### src/rtl/phy_init_pkg.sv
// Shared definitions for the PHY power-up sequencer: step encoding and the
// fixed ordered step list. Assumes 8-bit PHY addresses and data.
package phy_init_pkg;

    localparam int AW        = 8;
    localparam int DW        = 8;
    localparam int NUM_STEPS = 13;
    localparam int STEP_W    = $clog2(NUM_STEPS);

    typedef enum logic [1:0] {
        OP_RMW   = 2'd0,   // read, OR in bits, write back
        OP_POLL  = 2'd1,   // read until (data & bits) != 0
        OP_WRITE = 2'd2    // write bits directly, no read
    } op_e;

    typedef struct packed {
        op_e           op;
        logic [AW-1:0] addr;
        logic [DW-1:0] bits;
    } step_t;

    // Ordered initialization steps; order is behaviour.
    function automatic step_t step_entry(input logic [STEP_W-1:0] idx);
        step_t s;
        case (idx)
            4'd0:    s = '{OP_RMW,   8'h01, 8'h42}; // pad power + retention
            4'd1:    s = '{OP_RMW,   8'h02, 8'h02}; // resistor trim enable
            4'd2:    s = '{OP_POLL,  8'h03, 8'h10}; // calibration done
            4'd3:    s = '{OP_RMW,   8'h06, 8'h03}; // cmd/strobe receivers
            4'd4:    s = '{OP_RMW,   8'h08, 8'h02}; // cmd pull-up
            4'd5:    s = '{OP_RMW,   8'h20, 8'h01}; // cmd pad power
            4'd6:    s = '{OP_RMW,   8'h07, 8'hFF}; // data receivers
            4'd7:    s = '{OP_RMW,   8'h09, 8'hFF}; // data pull-ups
            4'd8:    s = '{OP_RMW,   8'h21, 8'hFF}; // data pad power
            4'd9:    s = '{OP_RMW,   8'h22, 8'h01}; // strobe pad power
            4'd10:   s = '{OP_RMW,   8'h23, 8'h01}; // clock pad power
            4'd11:   s = '{OP_RMW,   8'h0F, 8'h07}; // max clock buffer
            default: s = '{OP_WRITE, 8'h11, 8'h04}; // legacy mode
        endcase
        return s;
    endfunction

endpackage

### src/rtl/phy_init_steps.sv
// Step table: decodes the current step index into op, address and bits.
// Assumes idx never exceeds NUM_STEPS-1; out-of-range maps to step 0.
module phy_init_steps
    import phy_init_pkg::*;
(
    input  logic [STEP_W-1:0] idx,
    output step_t             entry
);
    localparam logic [STEP_W-1:0] LAST_STEP = STEP_W'(NUM_STEPS - 1);

    step_t table_q [NUM_STEPS];

    // Build the constant table entry by entry.
    for (genvar g = 0; g < NUM_STEPS; g++) begin : g_tab
        assign table_q[g] = step_entry(STEP_W'(g));
    end

    // Select the entry for the current step.
    always_comb entry = (idx <= LAST_STEP) ? table_q[idx] : table_q[0];

endmodule

### src/rtl/phy_init_timer.sv
// Saturating timeout counter. clr restarts it at zero, en advances it, and
// expired goes high once LIMIT cycles have been counted. Assumes LIMIT >= 1.
module phy_init_timer #(
    parameter int LIMIT = 12500
) (
    input  logic clk,
    input  logic rst_n,
    input  logic clr,
    input  logic en,
    output logic expired
);
    localparam int              CW    = $clog2(LIMIT + 1);
    localparam logic [CW-1:0]   LIM_V = CW'(LIMIT);

    logic [CW-1:0] cnt_q;

    // Count enabled cycles since the last clear, holding at the limit.
    always_ff @(posedge clk) begin
        if (!rst_n)                      cnt_q <= '0;
        else if (clr)                    cnt_q <= '0;
        else if (en && cnt_q != LIM_V)   cnt_q <= cnt_q + 1'b1;
    end

    assign expired = (cnt_q == LIM_V);

    // the counter never runs past its limit
    a_r8_cnt_bound: assert property (@(posedge clk) disable iff (!rst_n)
        cnt_q <= LIM_V);

    // a clear always restarts the window
    a_r9_clr_restart: assert property (@(posedge clk) disable iff (!rst_n)
        clr |=> !expired);

endmodule

### src/rtl/phy_init_ctrl.sv
// Sequencer FSM: walks the step list, issues bridge reads and writes, gates
// on the calibration poll and aborts to a held error on any timeout.
// Assumes the bridge acknowledges each held request with a one-cycle ack.
module phy_init_ctrl
    import phy_init_pkg::*;
(
    input  logic              clk,
    input  logic              rst_n,
    input  logic              start,
    input  logic              ack,
    input  logic [DW-1:0]     rdata,
    input  logic              acc_exp,
    input  logic              poll_exp,
    input  step_t             entry,
    output logic [STEP_W-1:0] step_idx,
    output logic              acc_clr,
    output logic              acc_en,
    output logic              poll_clr,
    output logic              poll_en,
    output logic              req,
    output logic              we,
    output logic [AW-1:0]     addr,
    output logic [DW-1:0]     wdata,
    output logic              done,
    output logic              error
);
    localparam logic [STEP_W-1:0] LAST_STEP = STEP_W'(NUM_STEPS - 1);

    typedef enum logic [2:0] {
        ST_IDLE, ST_LAUNCH, ST_READ, ST_WRITE, ST_GAP, ST_DONE, ST_ERR
    } state_e;

    state_e            st_q, st_d;
    logic [STEP_W-1:0] step_q, step_d;
    logic [DW-1:0]     rd_q, rd_d;
    logic              hit;

    assign hit = (rdata & entry.bits) != '0;

    // Next-state, step advance and read capture.
    always_comb begin
        st_d     = st_q;
        step_d   = step_q;
        rd_d     = rd_q;
        acc_clr  = 1'b0;
        poll_clr = 1'b0;
        unique case (st_q)
            ST_IDLE, ST_DONE, ST_ERR: begin
                if (start) begin
                    step_d = '0;
                    st_d   = ST_LAUNCH;
                end else if (st_q == ST_DONE) begin
                    st_d = ST_IDLE;
                end
            end
            ST_LAUNCH: begin
                acc_clr  = 1'b1;
                poll_clr = 1'b1;
                st_d     = (entry.op == OP_WRITE) ? ST_WRITE : ST_READ;
            end
            ST_READ: begin
                if (ack) begin
                    if (entry.op == OP_POLL) begin
                        if (hit) begin
                            if (step_q == LAST_STEP) st_d = ST_DONE;
                            else begin
                                step_d = step_q + 1'b1;
                                st_d   = ST_LAUNCH;
                            end
                        end else if (poll_exp) begin
                            st_d = ST_ERR;
                        end else begin
                            st_d = ST_GAP;
                        end
                    end else begin
                        rd_d    = rdata;
                        acc_clr = 1'b1;
                        st_d    = ST_WRITE;
                    end
                end else if (acc_exp) begin
                    st_d = ST_ERR;
                end
            end
            ST_WRITE: begin
                if (ack) begin
                    if (step_q == LAST_STEP) st_d = ST_DONE;
                    else begin
                        step_d = step_q + 1'b1;
                        st_d   = ST_LAUNCH;
                    end
                end else if (acc_exp) begin
                    st_d = ST_ERR;
                end
            end
            ST_GAP: begin
                acc_clr = 1'b1;
                st_d    = ST_READ;
            end
            default: st_d = ST_IDLE;
        endcase
    end

    // State, step and captured read data registers.
    always_ff @(posedge clk) begin
        if (!rst_n) begin
            st_q   <= ST_IDLE;
            step_q <= '0;
            rd_q   <= '0;
        end else begin
            st_q   <= st_d;
            step_q <= step_d;
            rd_q   <= rd_d;
        end
    end

    // Bridge request and status outputs decoded from state.
    always_comb begin
        req      = (st_q == ST_READ) || (st_q == ST_WRITE);
        we       = (st_q == ST_WRITE);
        addr     = entry.addr;
        wdata    = (entry.op == OP_RMW) ? (rd_q | entry.bits) : entry.bits;
        acc_en   = req;
        poll_en  = (entry.op == OP_POLL) && ((st_q == ST_READ) || (st_q == ST_GAP));
        done     = (st_q == ST_DONE);
        error    = (st_q == ST_ERR);
        step_idx = step_q;
    end

    // a pending request holds its fields until acknowledged
    a_r7_hold_req: assert property (@(posedge clk) disable iff (!rst_n)
        (req && !ack && !acc_exp) |=> (req && $stable(addr) && $stable(we) && $stable(wdata)));

    // done lasts one cycle
    a_r10_done_pulse: assert property (@(posedge clk) disable iff (!rst_n)
        done |=> !done);

    // done and error never together
    a_r10_excl: assert property (@(posedge clk) disable iff (!rst_n)
        !(done && error));

    // error held until start
    a_r11_err_hold: assert property (@(posedge clk) disable iff (!rst_n)
        (error && !start) |=> error);

    // no bridge access while in error
    a_r8_err_quiet: assert property (@(posedge clk) disable iff (!rst_n)
        error |-> !req);

    // the mode register is only ever written, never read
    a_r6_mode_no_read: assert property (@(posedge clk) disable iff (!rst_n)
        (req && addr == 8'h11) |-> we);

    // the poll step never writes
    a_r3_poll_read_only: assert property (@(posedge clk) disable iff (!rst_n)
        (req && entry.op == OP_POLL) |-> !we);

endmodule

### src/rtl/phy_init_seq.sv
// Top of the PHY power-up sequencer: step table, two timeout counters (one
// per access, one per poll) and the sequencing FSM. Assumes CLK_FREQ_HZ is a
// whole number of MHz and the bridge answers each request with one ack.
module phy_init_seq
    import phy_init_pkg::*;
#(
    parameter int CLK_FREQ_HZ = 125_000_000,
    parameter int TIMEOUT_US  = 100
) (
    input  logic          clk,
    input  logic          rst_n,
    input  logic          start,
    output logic          done,
    output logic          error,
    output logic          br_req,
    output logic          br_we,
    output logic [AW-1:0] br_addr,
    output logic [DW-1:0] br_wdata,
    input  logic          br_ack,
    input  logic [DW-1:0] br_rdata
);
    localparam int LIMIT = (CLK_FREQ_HZ / 1_000_000) * TIMEOUT_US;

    step_t             entry;
    logic [STEP_W-1:0] step_idx;
    logic              acc_clr, acc_en, acc_exp;
    logic              poll_clr, poll_en, poll_exp;

    phy_init_steps u_steps (
        .idx   (step_idx),
        .entry (entry)
    );

    phy_init_timer #(.LIMIT(LIMIT)) u_acc_tmr (
        .clk     (clk),
        .rst_n   (rst_n),
        .clr     (acc_clr),
        .en      (acc_en),
        .expired (acc_exp)
    );

    phy_init_timer #(.LIMIT(LIMIT)) u_poll_tmr (
        .clk     (clk),
        .rst_n   (rst_n),
        .clr     (poll_clr),
        .en      (poll_en),
        .expired (poll_exp)
    );

    phy_init_ctrl u_ctrl (
        .clk      (clk),
        .rst_n    (rst_n),
        .start    (start),
        .ack      (br_ack),
        .rdata    (br_rdata),
        .acc_exp  (acc_exp),
        .poll_exp (poll_exp),
        .entry    (entry),
        .step_idx (step_idx),
        .acc_clr  (acc_clr),
        .acc_en   (acc_en),
        .poll_clr (poll_clr),
        .poll_en  (poll_en),
        .req      (br_req),
        .we       (br_we),
        .addr     (br_addr),
        .wdata    (br_wdata),
        .done     (done),
        .error    (error)
    );

endmodule

### config.mk
export PLATFORM = sky130hd
export DESIGN_NAME = phy_init_seq
export DESIGN_NICKNAME = d
export VERILOG_FILES = /design/src/rtl/phy_init_pkg.sv /design/src/rtl/phy_init_steps.sv /design/src/rtl/phy_init_timer.sv /design/src/rtl/phy_init_ctrl.sv /design/src/rtl/phy_init_seq.sv
export SDC_FILE = /design/constraint.sdc
export NUM_CORES = 1
export LEC_CHECK = 0
export ABC_AREA = 1
export BUFFER_PORTS_ARGS = -buffer_cell sky130_fd_sc_hd__buf_4
export CAP_MARGIN = 30
export CORE_MARGIN = 3
export CORE_UTILIZATION = 30
export DETAILED_ROUTE_END_ITERATION = 12
export GPL_TIMING_DRIVEN = 0
export HOLD_SLACK_MARGIN = 0.06
export PLACE_DENSITY_LB_ADDON = 0.15
export SLEW_MARGIN = 20
export SYNTH_ARGS = -nofsm -noshare
export SYNTH_HDL_FRONTEND = slang
export SYNTH_SLANG_ARGS = --single-unit
### constraint.sdc
create_clock -name clk -period 2.3 [get_ports clk]
set_clock_uncertainty 0.05 [all_clocks]
set_input_delay 0.115 -clock clk [delete_from_list [all_inputs] [get_ports clk]]
set_output_delay 0.115 -clock clk [all_outputs]
set_load 0.05 [all_outputs]
==> results.json, run 1 <==
{
  "status": "finished, final reports clean",
  "yosysSeqAreaShare_pct": 30.6,
  "yosysWarnings": 0,
  "hp-class": "in -> reg",
  "synth_area_per_cell_um2": 6.65,
  "ant_nets": 0,
  "routed_wl_mm": 7.09,
  "crit_required_ps": 2130,
  "grt_max_degree": 16,
  "ff2ff_path_depth": 15,
  "end_kind": "primary output",
  "clk_latency_ps": 310,
  "period_needed_ps": 2110,
  "clockBufferDepth": 2,
  "finalWorstSetupSlack_ps": 188,
  "wl_per_cell_um": 12.3,
  "critPathCapture": "br_wdata[6]",
  "period_share_pct": 91.8,
  "leakagePower_nw": 1.43,
  "fmax_mhz": 473,
  "rsz0062_at_grt": "no",
  "holdPathStages": 4,
  "grt_overflow_total": 0,
  "start_kind": "flip-flop",
  "portBuffers": 29,
  "synthFlopType": "dfxtp_1",
  "p_switching_w": 0.000647,
  "hold_viol_final": 0,
  "critical_path_class": "reg -> out",
  "core-area_mm2": 0.00893,
  "synth_edf_count": 0,
  "num_antenna_cells": 0,
  "cts_tree": "yes",
  "htreeDepth": 2,
  "ys_top_cells_by_area": "dfxtp_1 31%, nand2_1 13%, nor2_1 7.1%",
  "drtIter0Drc": 94,
  "initial_core_util_pct": 31.5,
  "power_density_mw_per_mm2": 532,
  "grt.total_usage_pct": 13.9,
  "vias_per_cell": 4.78,
  "pwr-share-comb_pct": 27.2,
  "cts_made_buffers": 5,
  "cp_max_fo": 8,
  "place_congestion": 0.827,
  "ys_seq_elements": 43,
  "die-width_um": 103,
  "postCtsSetupRepairBufs": 0,
  "pre_cts_ws_ps": 132,
  "slew_viol_final": 0,
  "r2r_end": "u_ctrl.step_idx[2]",
  "die_h_um": 103,
  "grt_pass1_wl_mm": 11.9,
  "vdd_drop_max_v": 0.000261,
  "nets": 492,
  "clockRootBuffer": "clkbuf_8",
  "syn_area_mm2": 0.00282,
  "p_int_w": 0.00114,
  "worstReg2RegStart": "u_ctrl.step_idx[0]",
  "crit_start": "u_ctrl.step_idx[0]",
  "drc": 0,
  "power.share.clock_pct": 29.0,
  "reg2reg_slack_ps": 250,
  "yosys.area.top_type_share_pct": 30.6,
  "critPathArrivalTime_ps": 1950,
  "maxCapViolations": 0,
  "yosysTopAreaCell": "dfxtp_1",
  "power_switching_share_pct": 36.3,
  "setup_viol_count_final": 0,
  "seq_power_share_pct": 43.8,
  "hpwlAfterDp_mm": 5.39,
  "clock-sinks": 43,
  "grt_pass1_vias": 2659,
  "die_area_mm2": 0.0106,
  "area_growth_pct": 19.1,
  "vias": 2761,
  "ys_types": 38,
  "clk_pin_slew_ps": 90,
  "synthArstFlopShare_pct": 0,
  "drtPass1Iterations": 4,
  "antenna_found_initial": 0,
  "drive_gt1_share_pct": 16.8,
  "pin_count": 32,
  "syn_inst": 424,
  "rows": 34,
  "tns_ps": 0
}
==> cell usage after synthesis, drive strengths merged, types with 2 or more instances <==
master,instances
o21a,5
buf,8
nor2,58
nand4,8
nor3,14
dfxtp,43
inv,54
xor2,9
ha,11
nand3b,3
nor3b,2
nand3,32
nor4,2
a21oi,38
o21ai,25
nand2,103
==> worst max-delay path, stage by stage, from the launching register on <==
cell and delay [ps]:
dfxtp_2 360, inv_2 130, ha_1 220, inv_1 80
nor2_2 200, inv_1 190, a31o_2 270, buf_4 180
==> worst min path at each step <==
stage,endpoint,startpoint
after floorplan,u_ctrl.rd_q[0],br_rdata[0]
after global placement,u_ctrl.rd_q[0],br_rdata[0]
after detailed placement,u_ctrl.rd_q[6],br_rdata[6]
after CTS,u_ctrl.st_q[2],start
after global routing,u_ctrl.st_q[2],start
final,u_ctrl.st_q[2],start
==> stage by stage <==
| step | utilization (%) | hold WS (ps) | std cells | total power, W | cell area, um2 |
|---|---|---|---|---|---|
| floorplan | - | 200 | 425 | 0.00114 | 2820 |
| global placement | 35.6 | 304 | 562 | 0.00127 | 3180 |
| detailed placement | 35.6 | 307 | 562 | 0.00127 | 3180 |
| CTS | 37.5 | 68.7 | 578 | 0.00182 | 3350 |
| global route | 37.6 | 113 | 578 | 0.00190 | 3360 |
| finish | 37.6 | 79.5 | 578 | 0.00179 | 3360 |
==> logic make-up (layout without fill, tap and decap cells) <==
logic type	after synthesis	in the layout	share of synthesized area [%]
and+or+nand+nor	222	222	37.3
AOI/OAI and AO/OA	74	74	14.2
buffers and inverters	63	108	9.77
DFF	43	43	30.6
adders and majority gates	11	11	4.88
xor gates and xnor gates	10	10	3.11
other	1	2	0.133
==> state kept, by name, indices dropped and copies added (netlist names) <==
signal            flops
u_poll_tmr.cnt_q     14
u_acc_tmr.cnt_q      14
u_ctrl.rd_q           8
u_ctrl.st_q           3
u_ctrl.step_idx       4
==> timing repair <==
item                                    in CTS  in global routing
endpoints found under the setup margin       0                 22
hold buffers                                 8                  0
hold endpoints to repair                     8                  0
resized for setup                            0                  5
==> power groups by stage <==
stage	Clock (W)	Combinational, W	Sequential [W]
after CTS	0.000549	0.000487	0.000780
after detailed placement	0	0.000475	0.000797
after global placement	0	0.000474	0.000796
after global routing	0.000574	0.000538	0.000784
final	0.000518	0.000486	0.000782
after floorplan	0	0.000349	0.000793
==> cell usage in the layout, fill, tap and decap left out, drive strengths merged <==
cell type    instances
o21a                 5
a32o                 1
inv                 55
o21ai               25
nand4                8
ha                  11
conb                 2
nand3b               3
xor2                 9
nand3               32
nand2              103
a211oi               1
clkinvlp             2
nor3                14
nor4                 2
clkbuf               6
xnor2                1
dfxtp               43
o31ai                1
buf                 37
o211ai               1
nor3b                2
dlygate4sd3          8
nor2                58
a31o                 1
o22ai                1
a21oi               38
==> per-layer routing <==
metal | vias to the layer above | routed length, um | track usage [%]
met5 | - | 0 | 0
met4 | 0 | 70 | 3.39
met3 | 7 | 233 | 2.23
met2 | 42 | 3260 | 23.6
met1 | 1247 | 3530 | 18.5
li1 | 1465 | - | -
==> cell type report <==
type,instances,area [um2]
clock inverter,3,23.8
sequential,43,863
clock buffer,5,68.8
multi-input combinational,319,1690
timing repair buffer,37,298
buffer,9,67.6
fill,964,5580
tap,108,135
inverter,54,208
Power figures use the tool's default switching activity.
==> run 2, diff against run 1 <==
--- a/config.mk
+++ b/config.mk
@@ -5,7 +5,7 @@
 export SDC_FILE = /design/constraint.sdc
 export NUM_CORES = 1
 export LEC_CHECK = 0
-export ABC_AREA = 1
+export ABC_AREA = 0
 export BUFFER_PORTS_ARGS = -buffer_cell sky130_fd_sc_hd__buf_4
 export CAP_MARGIN = 30
 export CORE_MARGIN = 3
==> run 2 against run 1 <==
Against the previous run: cell count decreased by 13%; combinational power down 42%; register-to-register slack got worse by 170 ps; synthesized cell count decreased by 21%; critical path depth rose by 2; count of clock-buffer cells in the layout is 1 higher; design area increased by 4.6%; wire length about the same; utilization grew 4.3 points; via count fell by 6.3%; power fell by 1.5%; first-iteration DRC count is 28% lower.
==> results.json, run 2 <==
{
  "status": "finished, final reports clean",
  "grt.total_usage_pct": 14.3,
  "p_switching_w": 0.000460,
  "routed_wl_mm": 7.08,
  "final_common_cell": "dfxtp_1",
  "synthFlopType": "dfxtp_1",
  "portBuffers": 28,
  "synthAdderAreaFrac_pct": 5.19,
  "maxCapViolations": 0,
  "crit_top_cell": "buf_6",
  "synth_area_per_cell_um2": 7.86,
  "grt_max_degree": 14,
  "grt_pass1_vias": 2374,
  "setup_viol_count_final": 0,
  "wl_per_cell_um": 14.1,
  "hpwlAfterDp_mm": 5.03,
  "die_h_um": 100,
  "seq_power_share_pct": 43.4,
  "fmax_mhz": 450,
  "finalWorstSetupSlack_ps": 78.3,
  "synthXorXnorAreaFrac_pct": 4.63,
  "power_switching_share_pct": 26.1,
  "ys_types": 52,
  "clock-sinks": 43,
  "final_cell_mix": "41 x dfxtp_1, 39 x buf_4, 28 x a21oi_1",
  "syn_area_mm2": 0.00265,
  "synthArstFlopShare_pct": 0,
  "tns_ps": 0,
  "vdd_drop_max_v": 0.000229,
  "drc": 0,
  "max_slew_margin_pct": 65.9,
  "pre_cts_ws_ps": -335,
  "worstMarginPinSlew_ps": 510,
  "yosysWarnings": 0,
  "drtPass1Iterations": 4,
  "clk_latency_ps": 300,
  "yosys.area.top_type_share_pct": 32.5,
  "critPathArrivalTime_ps": 2400,
  "synthMuxAreaShare_pct": 5.52,
  "grt_overflow_total": 0,
  "start_kind": "flip-flop",
  "vias": 2588,
  "cp_max_fo": 5,
  "period_share_pct": 96.6,
  "vias_per_cell": 5.17,
  "die-width_um": 100,
  "synth_compound_area_share_pct": 19.1,
  "drtIter0Drc": 68,
  "largestRegisters": "u_acc_tmr.cnt_q (14), u_poll_tmr.cnt_q (14), u_ctrl.rd_q (8)",
  "power.share.clock_pct": 40.4,
  "slew_viol_final": 0,
  "crit_required_ps": 2470,
  "synth_commonest_cells": "43 x dfxtp_1, 30 x a21oi_1, 28 x nand2_1, 27 x nor2_1, 22 x o21ai_0",
  "critical_path_class": "reg -> reg",
  "clockRootBuffer": "clkbuf_8",
  "hold_viol_final": 0,
  "drive_gt1_share_pct": 22.0,
  "initial_core_util_pct": 31.6,
  "yosysTopAreaCell": "dfxtp_1",
  "antenna_found_initial": 0,
  "pwr-share-comb_pct": 16.1,
  "synth_top_family_by_area": "simple AND/OR/NAND/NOR gates",
  "synth_simple_gate_area_share_pct": 27.3,
  "p_int_w": 0.00130,
  "yosysSeqAreaShare_pct": 32.5,
  "rows": 33,
  "cpLargestDelayFamily": "simple AND/OR/NAND/NOR gates",
  "clockBufferDepth": 2,
  "ys_seq_elements": 43,
  "end_kind": "flip-flop",
  "power_density_mw_per_mm2": 501,
  "cts_made_buffers": 5,
  "area_growth_pct": 32.5,
  "cts_tree": "yes",
  "syn_inst": 337,
  "leakagePower_nw": 1.32,
  "die_area_mm2": 0.0100,
  "period_needed_ps": 2220,
  "nets": 418,
  "place_congestion": 0.801,
  "ys_top_cells_by_area": "dfxtp_1 32%, a21oi_1 5.7%, ha_1 5.2%",
  "synth_edf_count": 0,
  "core-area_mm2": 0.00838,
  "hp-class": "in -> reg",
  "num_antenna_cells": 0,
  "crit_buf_inv": 3,
  "cp_cell_sequence": "inv_4 -> ha_4 -> or3b_1 -> buf_6 -> nor3_4 -> nand4_1 -> buf_6 -> or3_1 -> a21oi_1",
  "pin_count": 32,
  "cpPeakStageDelay_ps": 380,
  "ant_nets": 0,
  "clk_pin_slew_ps": 100,
  "grt_pass1_wl_mm": 11.7,
  "htreeDepth": 2,
  "critPathSlowestCell": "dfxtp_4",
  "synth.most_common_cell": "dfxtp_1"
}
==> run 2: cell types whose count changed after synthesis, sizes merged, moves of 8 or more <==
cell,previous run,this run
mux2i,0,12
nor2b,0,11
or3,0,14
inv,54,16
nor2,58,27
nand2,103,28
a21oi,38,30
clkbuf,1,14
nor3,14,4
xnor2,1,9
nand3,32,15
==> run 2: power groups by stage <==
stage | clock (W) | sequential, W | combinational [W]
after global routing | 0.000764 | 0.000767 | 0.000309
final | 0.000712 | 0.000764 | 0.000283
after detailed placement | 0 | 0.000783 | 0.000247
after global placement | 0 | 0.000783 | 0.000247
after floorplan | 0 | 0.000781 | 0.000177
after CTS | 0.000738 | 0.000765 | 0.000274
==> run 2: what timing repair did <==
action                     4_1_cts  5_1_grt
setup endpoints to repair       48       38
pin swaps                        3       10
gates cloned                     0        2
gates resized for setup         22       30
hold buffers                     8        0
setup buffers                    7        5
hold endpoints to repair         8        0
==> run 2: stage by stage <==
step / utilization, % / power, W / hold slack (ps) / instances / cell area (um2)
5_1_grt: 41.9 / 0.00184 / 148 / 501 / 3510
3_5_place_dp: 36.2 / 0.00103 / 338 / 471 / 3030
2_1_floorplan: - / 0.000957 / 231 / 338 / 2690
4_1_cts: 40.2 / 0.00178 / 135 / 494 / 3370
6_report: 41.9 / 0.00176 / 145 / 501 / 3510
3_3_place_gp: 36.2 / 0.00103 / 326 / 471 / 3030
==> run 2: cells by family (layout without fill, tap and decap cells) <==
kind of cell	count (synthesis)	in the layout
and+or+nand+nor	134	135
other	1	2
DFF	43	43
adders and majority gates	11	11
xor gates and xnor gates	14	14
AOI/OAI and AO/OA	84	84
muxes	13	13
buffers and inverters	37	94
==> run 2: area by class of cell <==
type                       count  area, um2
fill                         863       4870
clock buffer                   6       72.6
timing repair buffer          49        397
buffer                        20        129
multi-input combinational    259       1780
inverter                      17       70.1
clock inverter                 2       60.1
tap                          105        131
sequential                    43        868
==> run 2: per-layer routing <==
layer / wire (um) / share of wire (%) / track usage, % / up-vias
met5: 0 / 0 / 0 / -
met4: 56 / 0.79 / 3.11 / 0
met3: 258 / 3.6 / 2.57 / 4
met2: 3410 / 48 / 23.5 / 48
met1: 3360 / 47 / 19.7 / 1211
li1: - / - / - / 1325
==> run 2: path summary, 6_finish.rpt <==
kind / start / end / slack, ps / depth (start not counted)
max: u_ctrl.step_idx[0] / u_poll_tmr.cnt_q[5] / 80 / 9
min: rst_n / u_poll_tmr.cnt_q[4] / 140 / 3
max reg2reg: u_ctrl.step_idx[0] / u_poll_tmr.cnt_q[5] / 80 / 9
min reg2reg: u_poll_tmr.cnt_q[13] / u_poll_tmr.cnt_q[13] / 440 / 2
==> run 2: worst reg2reg max path: stages (launching register included) <==
cell	delay [ps]
dfxtp_4	380
inv_4	70
ha_4	150
or3b_1	360
buf_6	140
nor3_4	170
nand4_1	200
buf_6	190
or3_1	300
a21oi_1	140
